### src/rtl/lrs_arb_pkg.sv
package lrs_arb_pkg;

  // Position of pair (lo, hi), lo < hi, in a packed upper-triangle vector.
  function automatic int pair_idx(input int lo, input int hi, input int n);
    return lo * n - (lo * (lo + 1)) / 2 + (hi - lo - 1);
  endfunction

  function automatic int pair_count(input int n);
    return n * (n - 1) / 2;
  endfunction

endpackage

### src/rtl/lrs_rst_sync.sv
module lrs_rst_sync (
  input  logic clk_i,
  input  logic rst_ni,
  output logic rst_sync_no
);
  logic meta_q;
  logic sync_q;

  always_ff @(posedge clk_i or negedge rst_ni) begin
    if (!rst_ni) begin
      meta_q <= 1'b0;
      sync_q <= 1'b0;
    end else begin
      meta_q <= 1'b1;
      sync_q <= meta_q;
    end
  end

  assign rst_sync_no = sync_q;
endmodule

### src/rtl/lrs_prec_state.sv
module lrs_prec_state #(
  parameter int NUM_REQ = 4
) (
  input  logic                         clk_i,
  input  logic                         rst_ni,
  input  logic [NUM_REQ-1:0]           gnt_i,
  output logic [lrs_arb_pkg::pair_count(NUM_REQ)-1:0] state_o,
  output logic [NUM_REQ*NUM_REQ-1:0]   prec_o
);
  import lrs_arb_pkg::*;

  localparam int NPAIR = pair_count(NUM_REQ);

  logic [NPAIR-1:0] tri_d;
  logic [NPAIR-1:0] tri_q;
  logic             upd_en;

  assign upd_en = |gnt_i;

  // Next state: column grant sets, row grant clears.
  always_comb begin
    tri_d = tri_q;
    for (int lo = 0; lo < NUM_REQ; lo++) begin
      for (int hi = lo + 1; hi < NUM_REQ; hi++) begin
        if (gnt_i[hi]) begin
          tri_d[pair_idx(lo, hi, NUM_REQ)] = 1'b1;
        end else if (gnt_i[lo]) begin
          tri_d[pair_idx(lo, hi, NUM_REQ)] = 1'b0;
        end
      end
    end
  end

  always_ff @(posedge clk_i or negedge rst_ni) begin
    if (!rst_ni) begin
      tri_q <= '1;
    end else if (upd_en) begin
      tri_q <= tri_d;
    end
  end

  assign state_o = tri_q;

  // Expand to full matrix: prec_o[a*N+b] = 1 when a beats b.
  for (genvar a = 0; a < NUM_REQ; a++) begin : g_row
    for (genvar b = 0; b < NUM_REQ; b++) begin : g_col
      if (a < b) begin : g_upper
        assign prec_o[a*NUM_REQ+b] = tri_q[pair_idx(a, b, NUM_REQ)];
      end else if (a > b) begin : g_lower
        assign prec_o[a*NUM_REQ+b] = ~tri_q[pair_idx(b, a, NUM_REQ)];
      end else begin : g_diag
        assign prec_o[a*NUM_REQ+b] = 1'b0;
      end
    end
  end
endmodule

### src/rtl/lrs_grant_pick.sv
module lrs_grant_pick #(
  parameter int NUM_REQ = 4
) (
  input  logic [NUM_REQ-1:0]         req_i,
  input  logic [NUM_REQ*NUM_REQ-1:0] prec_i,
  output logic [NUM_REQ-1:0]         gnt_o
);
  for (genvar c = 0; c < NUM_REQ; c++) begin : g_cand
    logic beaten;
    always_comb begin
      beaten = 1'b0;
      for (int k = 0; k < NUM_REQ; k++) begin
        if (k != c && req_i[k] && prec_i[k*NUM_REQ+c]) begin
          beaten = 1'b1;
        end
      end
    end
    assign gnt_o[c] = req_i[c] & ~beaten;
  end
endmodule

### src/rtl/lrs_matrix_arb.sv
module lrs_matrix_arb #(
  parameter int NUM_REQ = 4
) (
  input  logic               clk_i,
  input  logic               rst_ni,
  input  logic [NUM_REQ-1:0] req_i,
  output logic [NUM_REQ-1:0] gnt_o
);
  localparam int NPAIR = lrs_arb_pkg::pair_count(NUM_REQ);

  logic                       rst_sync_n;
  logic [NUM_REQ*NUM_REQ-1:0] prec;
  logic [NPAIR-1:0]           w_state;
  logic [NUM_REQ-1:0]         gnt;

  lrs_rst_sync u_rst_sync (
    .clk_i       (clk_i),
    .rst_ni      (rst_ni),
    .rst_sync_no (rst_sync_n)
  );

  lrs_prec_state #(.NUM_REQ(NUM_REQ)) u_state (
    .clk_i   (clk_i),
    .rst_ni  (rst_sync_n),
    .gnt_i   (gnt),
    .state_o (w_state),
    .prec_o  (prec)
  );

  lrs_grant_pick #(.NUM_REQ(NUM_REQ)) u_pick (
    .req_i  (req_i),
    .prec_i (prec),
    .gnt_o  (gnt)
  );

  assign gnt_o = gnt;
endmodule

### config.mk
export PLATFORM = sky130hd
export DESIGN_NAME = lrs_matrix_arb
export DESIGN_NICKNAME = d
export VERILOG_FILES = /design/src/rtl/lrs_arb_pkg.sv /design/src/rtl/lrs_rst_sync.sv /design/src/rtl/lrs_prec_state.sv /design/src/rtl/lrs_grant_pick.sv /design/src/rtl/lrs_matrix_arb.sv
export SDC_FILE = /design/constraint.sdc
export NUM_CORES = 1
export LEC_CHECK = 0
export ABC_AREA = 1
export BUFFER_PORTS_ARGS = -buffer_cell sky130_fd_sc_hd__buf_2
export CAP_MARGIN = 10
export CORE_AREA = 2 2 39 41
export DETAILED_ROUTE_END_ITERATION = 8
export DIE_AREA = 0 0 41 43
export GPL_ROUTABILITY_DRIVEN = 0
export GPL_TIMING_DRIVEN = 0
export SLEW_MARGIN = 25
export SYNTH_ARGS = -nofsm -noshare
export SYNTH_HDL_FRONTEND = slang
export SYNTH_SLANG_ARGS = --single-unit
### constraint.sdc
create_clock -name clk_i -period 2.15 [get_ports clk_i]
set_clock_uncertainty 0.2 [all_clocks]
set_input_delay 0.1075 -clock clk_i [delete_from_list [all_inputs] [get_ports clk_i]]
set_output_delay 0.1075 -clock clk_i [all_outputs]
set_load 0.03 [all_outputs]
-- Yosys cells after proc, flatten, opt, wreduce, memory -nomap -nowiden
Cells that the tools add are included.
W data, S select, Z words.
- input bits: 6
- flip-flop bits (word level): 8
- output and inout bits: 4
- multiplexer cells: 21
- reduce and logical (&&, ||, !) cells: 25
- bitwise operators: 14
- operators with widths (operator ; number):
    $mux W1 ; 21
    $logic_and A1 B1 Y1 ; 12
    $reduce_and A2 Y1 ; 6
    $reduce_bool A2 Y1 ; 6
    $not A1 Y1 ; 10
    $and A1 B1 Y1 ; 4
    $reduce_or A4 Y1 ; 1

-- Depth between registers and ports, before layout
- depth after elaboration: 9
- mapped depth: 6
- mapped depth without buffers: 6

-- Hierarchy
A second synthesis with hierarchy kept.
- cells, all modules: 66
- area total of the unflattened synthesis: 462.9 µm²
- modules (own cells, without submodules) (module ; cells each ; area each (µm²) ; seq. area each (µm²) ; times used):
    lrs_prec_state ; 39 ; 319.1 ; 157.7 ; 1
    lrs_grant_pick ; 24 ; 90.1 ; 0.0 ; 1
    lrs_rst_sync ; 3 ; 53.8 ; 50.0 ; 1

-- Least setup slack after synthesis
No wires, ideal clock.
- kind: reg-to-output
- start point: reg u_state.tri_q[2], in the netlist u_state.state_o[2]
- end point: out gnt_o[0]
- arrival time: 1.079 ns
- cell stages (with the launch flop): 5
- required time: 1.842 ns
- path slack: 0.764 ns
- path through: dfstp_2 inv_1 nand2_1 nand2_2 nor2_1
- cells in the longest elaborated chain, start to end: 5
- ends and longest elaborated chain (element ; RTL line ; text):
    start, declared ; lrs_prec_state.sv:15 ; logic [NPAIR-1:0] tri_q;
    start signal, assigned ; lrs_prec_state.sv:38 ; tri_q <= tri_d;
    $not A1 Y1 ; lrs_prec_state.sv:50 ; assign prec_o[a*NUM_REQ+b] = ~tri_q[pair_idx(b, a, NUM_REQ)];
    $logic_and A1 B1 Y1 ; lrs_grant_pick.sv:13 ; if (k != c && req_i[k] && prec_i[k*NUM_REQ+c]) begin
    $mux W1 ; lrs_grant_pick.sv:13 ;
    $not A1 Y1 ; lrs_grant_pick.sv:18 ; assign gnt_o[c] = req_i[c] & ~beaten;
    $and A1 B1 Y1 ; lrs_grant_pick.sv:18 ;
    end, declared ; lrs_matrix_arb.sv:7 ; output logic [NUM_REQ-1:0] gnt_o
Every way passes these cells.

-- Worst setup path after layout
- start point: reg u_state.tri_q[4], in the netlist u_state.state_o[4]
- end point: out gnt_o[1]
The elaborated chain is that of the path after synthesis.

==> insert_results.sql <==
INSERT INTO impl_metrics (metric_group, metric, value, unit) VALUES
('logic_synthesis', 'synthesis.yosys.warnings', '0', ''),
('routing', 'per_cell_routed_wire_length', '8.393', 'um'),
('power_and_ir_drop', 'p_per_area', '1267', 'mW/mm^2'),
('finish', 'mostFrequentLayoutCells', 'sky130_fd_sc_hd__nand2_1, sky130_fd_sc_hd__inv_1, sky130_fd_sc_hd__buf_2', ''),
('logic_synthesis', 'synthTopCellsByArea', 'sky130_fd_sc_hd__dfstp_2, sky130_fd_sc_hd__nand2_1, sky130_fd_sc_hd__dfrtp_1, sky130_fd_sc_hd__inv_1, sky130_fd_sc_hd__nand2_2', ''),
('finish', 'mostFrequentLayoutCell', 'sky130_fd_sc_hd__nand2_1', ''),
('routing', 'drt_pass1_iterations', '3', ''),
('clock_network', 'clock_sinks', '8', ''),
('clock_network', 'cts.path.max_buffers', '2', ''),
('floorplan', 'fp-row-count', '14', ''),
('routing', 'routed_via_density', '3.952', ''),
('clock_network', 'cts.reportedPaths.clkPinSlew', '0.06', 'ns'),
('sta', 'rsz0062_at_grt', 'no', ''),
('logic_synthesis', 'mapped_area', '399.1', 'um^2'),
('worst_setup_path', 'start_kind', 'flip-flop', ''),
('logic_synthesis', 'yosysTopAreaCellShare', '39.50', '%'),
('place', 'dpl_cell_area', '464.2', 'um^2'),
('global_route', 'grt_antenna_before_repair', '0', ''),
('power_and_ir_drop', 'cellLeakagePower', '0.3011', 'nW'),
('routing', 'drc', '0', ''),
('hold_path', 'worst_hold_check_path_type', 'in -> reg', ''),
('routing', 'vias', '332', ''),
('finish', 'layout.core_utilization', '36.89', '%'),
('routing', 'detail_route.iter0.violations', '2', ''),
('worst_setup_path', 'crit_path_slowest_cell', 'sky130_fd_sc_hd__dfstp_2', ''),
('finish', 'syn2layout_area_growth', '27.90', '%'),
('finish', 'stdcell_count', '84', ''),
('place', 'place.detailed.instances', '78', ''),
('flow_run', 'cap_viol_max_count', '0', ''),
('place', 'worst_setup_timing_slack_at_the_placement_stage', '0.8253', 'ns'),
('floorplan', 'ioPinCount', '10', ''),
('worst_setup_path', 'worst_path_largest_cell_delay', '0.54', 'ns'),
('worst_setup_path', 'end_kind', 'primary output', ''),
('sta', 'setup_ws', '0.5690', 'ns'),
('finish', 'finish.net_count', '75', ''),
('clock_network', 'cts_resized', '0', ''),
('global_route', 'number_of_global_route_vias_before_repair', '324', ''),
('global_route', 'grt.total_usage', '10.38', '%'),
('logic_synthesis', 'synth_seq_area_share', '52.04', '%'),
('finish', 'antenna_cells_inserted', '0', ''),
('logic_synthesis', 'syn_inst', '53', ''),
('global_route', 'grt_first_pass_wirelength', '1.262', 'mm'),
('logic_synthesis', 'synthesis.area_per_instance', '7.531', 'um^2'),
('sta', 'hold_viol', '0', ''),
('worst_setup_path', 'critPathRequiredTime', '1.84', 'ns'),
('floorplan', 'die_area', '0.001763', 'mm^2'),
('floorplan', 'dieWidth', '41', 'um'),
('worst_setup_path', 'cp.arrival', '1.27', 'ns'),
('finish', 'num-fill-cells', '152', ''),
('clock_network', 'number_of_buffers_inserted_during_clock_tree_synthesis', '3', ''),
('global_route', 'grt_remaining_overflow', '0', ''),
('clock_network', 'tritoncts', 'yes', ''),
('power_and_ir_drop', 'report.power.total', '0.6467', 'mW'),
('routing', 'drt-total-wl', '705', 'um'),
('routing', 'final_antenna_net_count', '0', ''),
('logic_synthesis', 'netlist.top_cell.by_area', 'sky130_fd_sc_hd__dfstp_2', ''),
('sta', 'finalSetupViolations', '0', ''),
('worst_setup_path', 'cp_cell_sequence', 'nor2_1 > nor2_1 > nand2_2 > inv_1 > buf_2', ''),
('finish', 'drive_gt1_share', '32.35', '%'),
('sta', 'timing.final.max_slew_violations', '0', ''),
('finish', 'postLayoutCellArea', '510.5', 'um^2'),
('worst_setup_path', 'worstSetupPathType', 'reg -> out', ''),
('power_and_ir_drop', 'worst_voltage_drop_across_the_vdd_grid', '486.3', 'uV'),
('run_status', 'run_status', 'finished clean', ''),
('logic_synthesis', 'synth_cell_types', '11', ''),
('sta', 'min_period_over_period', '73.53', '%'),
('place', 'port-buffer-count', '9', ''),
('floorplan', 'core-area', '0.001384', 'mm^2'),
('logic_synthesis', 'postSynthNetCount', '59', ''),
('floorplan', 'die_height', '43', 'um'),
('place', 'dp_hpwl', '558.7', 'um');
final cells by class:
| class | instances | area (um^2) | area share, % |
|---|---|---|---|
| Timing Repair Buffer | 11 | 65.06 | 12.75 |
| Inverter | 11 | 41.29 | 8.088 |
| Sequential cell | 8 | 207.7 | 40.69 |
| Multi-Input combinational cell | 34 | 150.1 | 29.41 |
| Clock buffer | 4 | 26.28 | 5.147 |
| Tap cell | 16 | 20.02 | 3.922 |
report_power, final:
part | switching (mW) | total, mW | internal [mW]
Sequential | 0.0407 | 0.293 | 0.253
Combinational | 0.154 | 0.235 | 0.0811
Clock | 0.0476 | 0.118 | 0.0707
synthesized netlist by cell type (all sizes together):
library cell	instances
nand2	22
inv	11
dfstp	6
nor2	6
o21ai	4
dfrtp	2
conb	1
nand4	1
worst max-delay path, delay by kind of cell, from the launching register on:
kind	cells	cell delay (ns)
DFF	1	0.54
and+or+nand+nor	3	0.25
buffers and inverters	2	0.23
metal layers:
metal | part of all wire, % | wire [um] | global-route usage (%)
met1 | 54 | 379 | 15.10
met2 | 42 | 293 | 14.06
met3 | 4.5 | 32 | 1.571
met4 | 0 | 0 | 6.000
met5 | 0 | 0 | 0
worst paths after layout:
check	from	end	slack, ns	cells past startpoint
worst min register to register	u_rst_sync.rst_sync_no	u_state.state_o[5]	0.13	0
worst min-delay path	req_i[3]	u_state.state_o[4]	0.008	3
min in group asynchronous	u_rst_sync.rst_sync_no	u_state.state_o[5]	0.13	0
max in group asynchronous	rst_ni	u_rst_sync.meta_q	1.12	3
worst max-delay path	u_state.state_o[4]	gnt_o[1]	0.57	5
worst max register to register	u_state.state_o[1]	u_state.state_o[1]	0.93	5
state kept, by name, summed over array words and instances (netlist names):
signal / count
u_state.state_o: 6
u_rst_sync.meta_q: 1
u_rst_sync.rst_sync_no: 1
what timing repair did:
action / in CTS / in global routing
hold buffers: 2 / 0
hold endpoints to repair: 2 / 0
setup endpoints to repair: 0 / 0
cell families (layout without fill, tap and decap cells):
group	after synthesis	in the layout	synth area share (%)
other	1	1	0.9395
AO/OA/AOI/OAI	4	4	5.013
flip-flops	8	8	52.04
buffers and inverters	11	26	10.34
AND/OR/NAND/NOR	29	29	31.66
No activity file was read; power rests on OpenSTA's default activity.
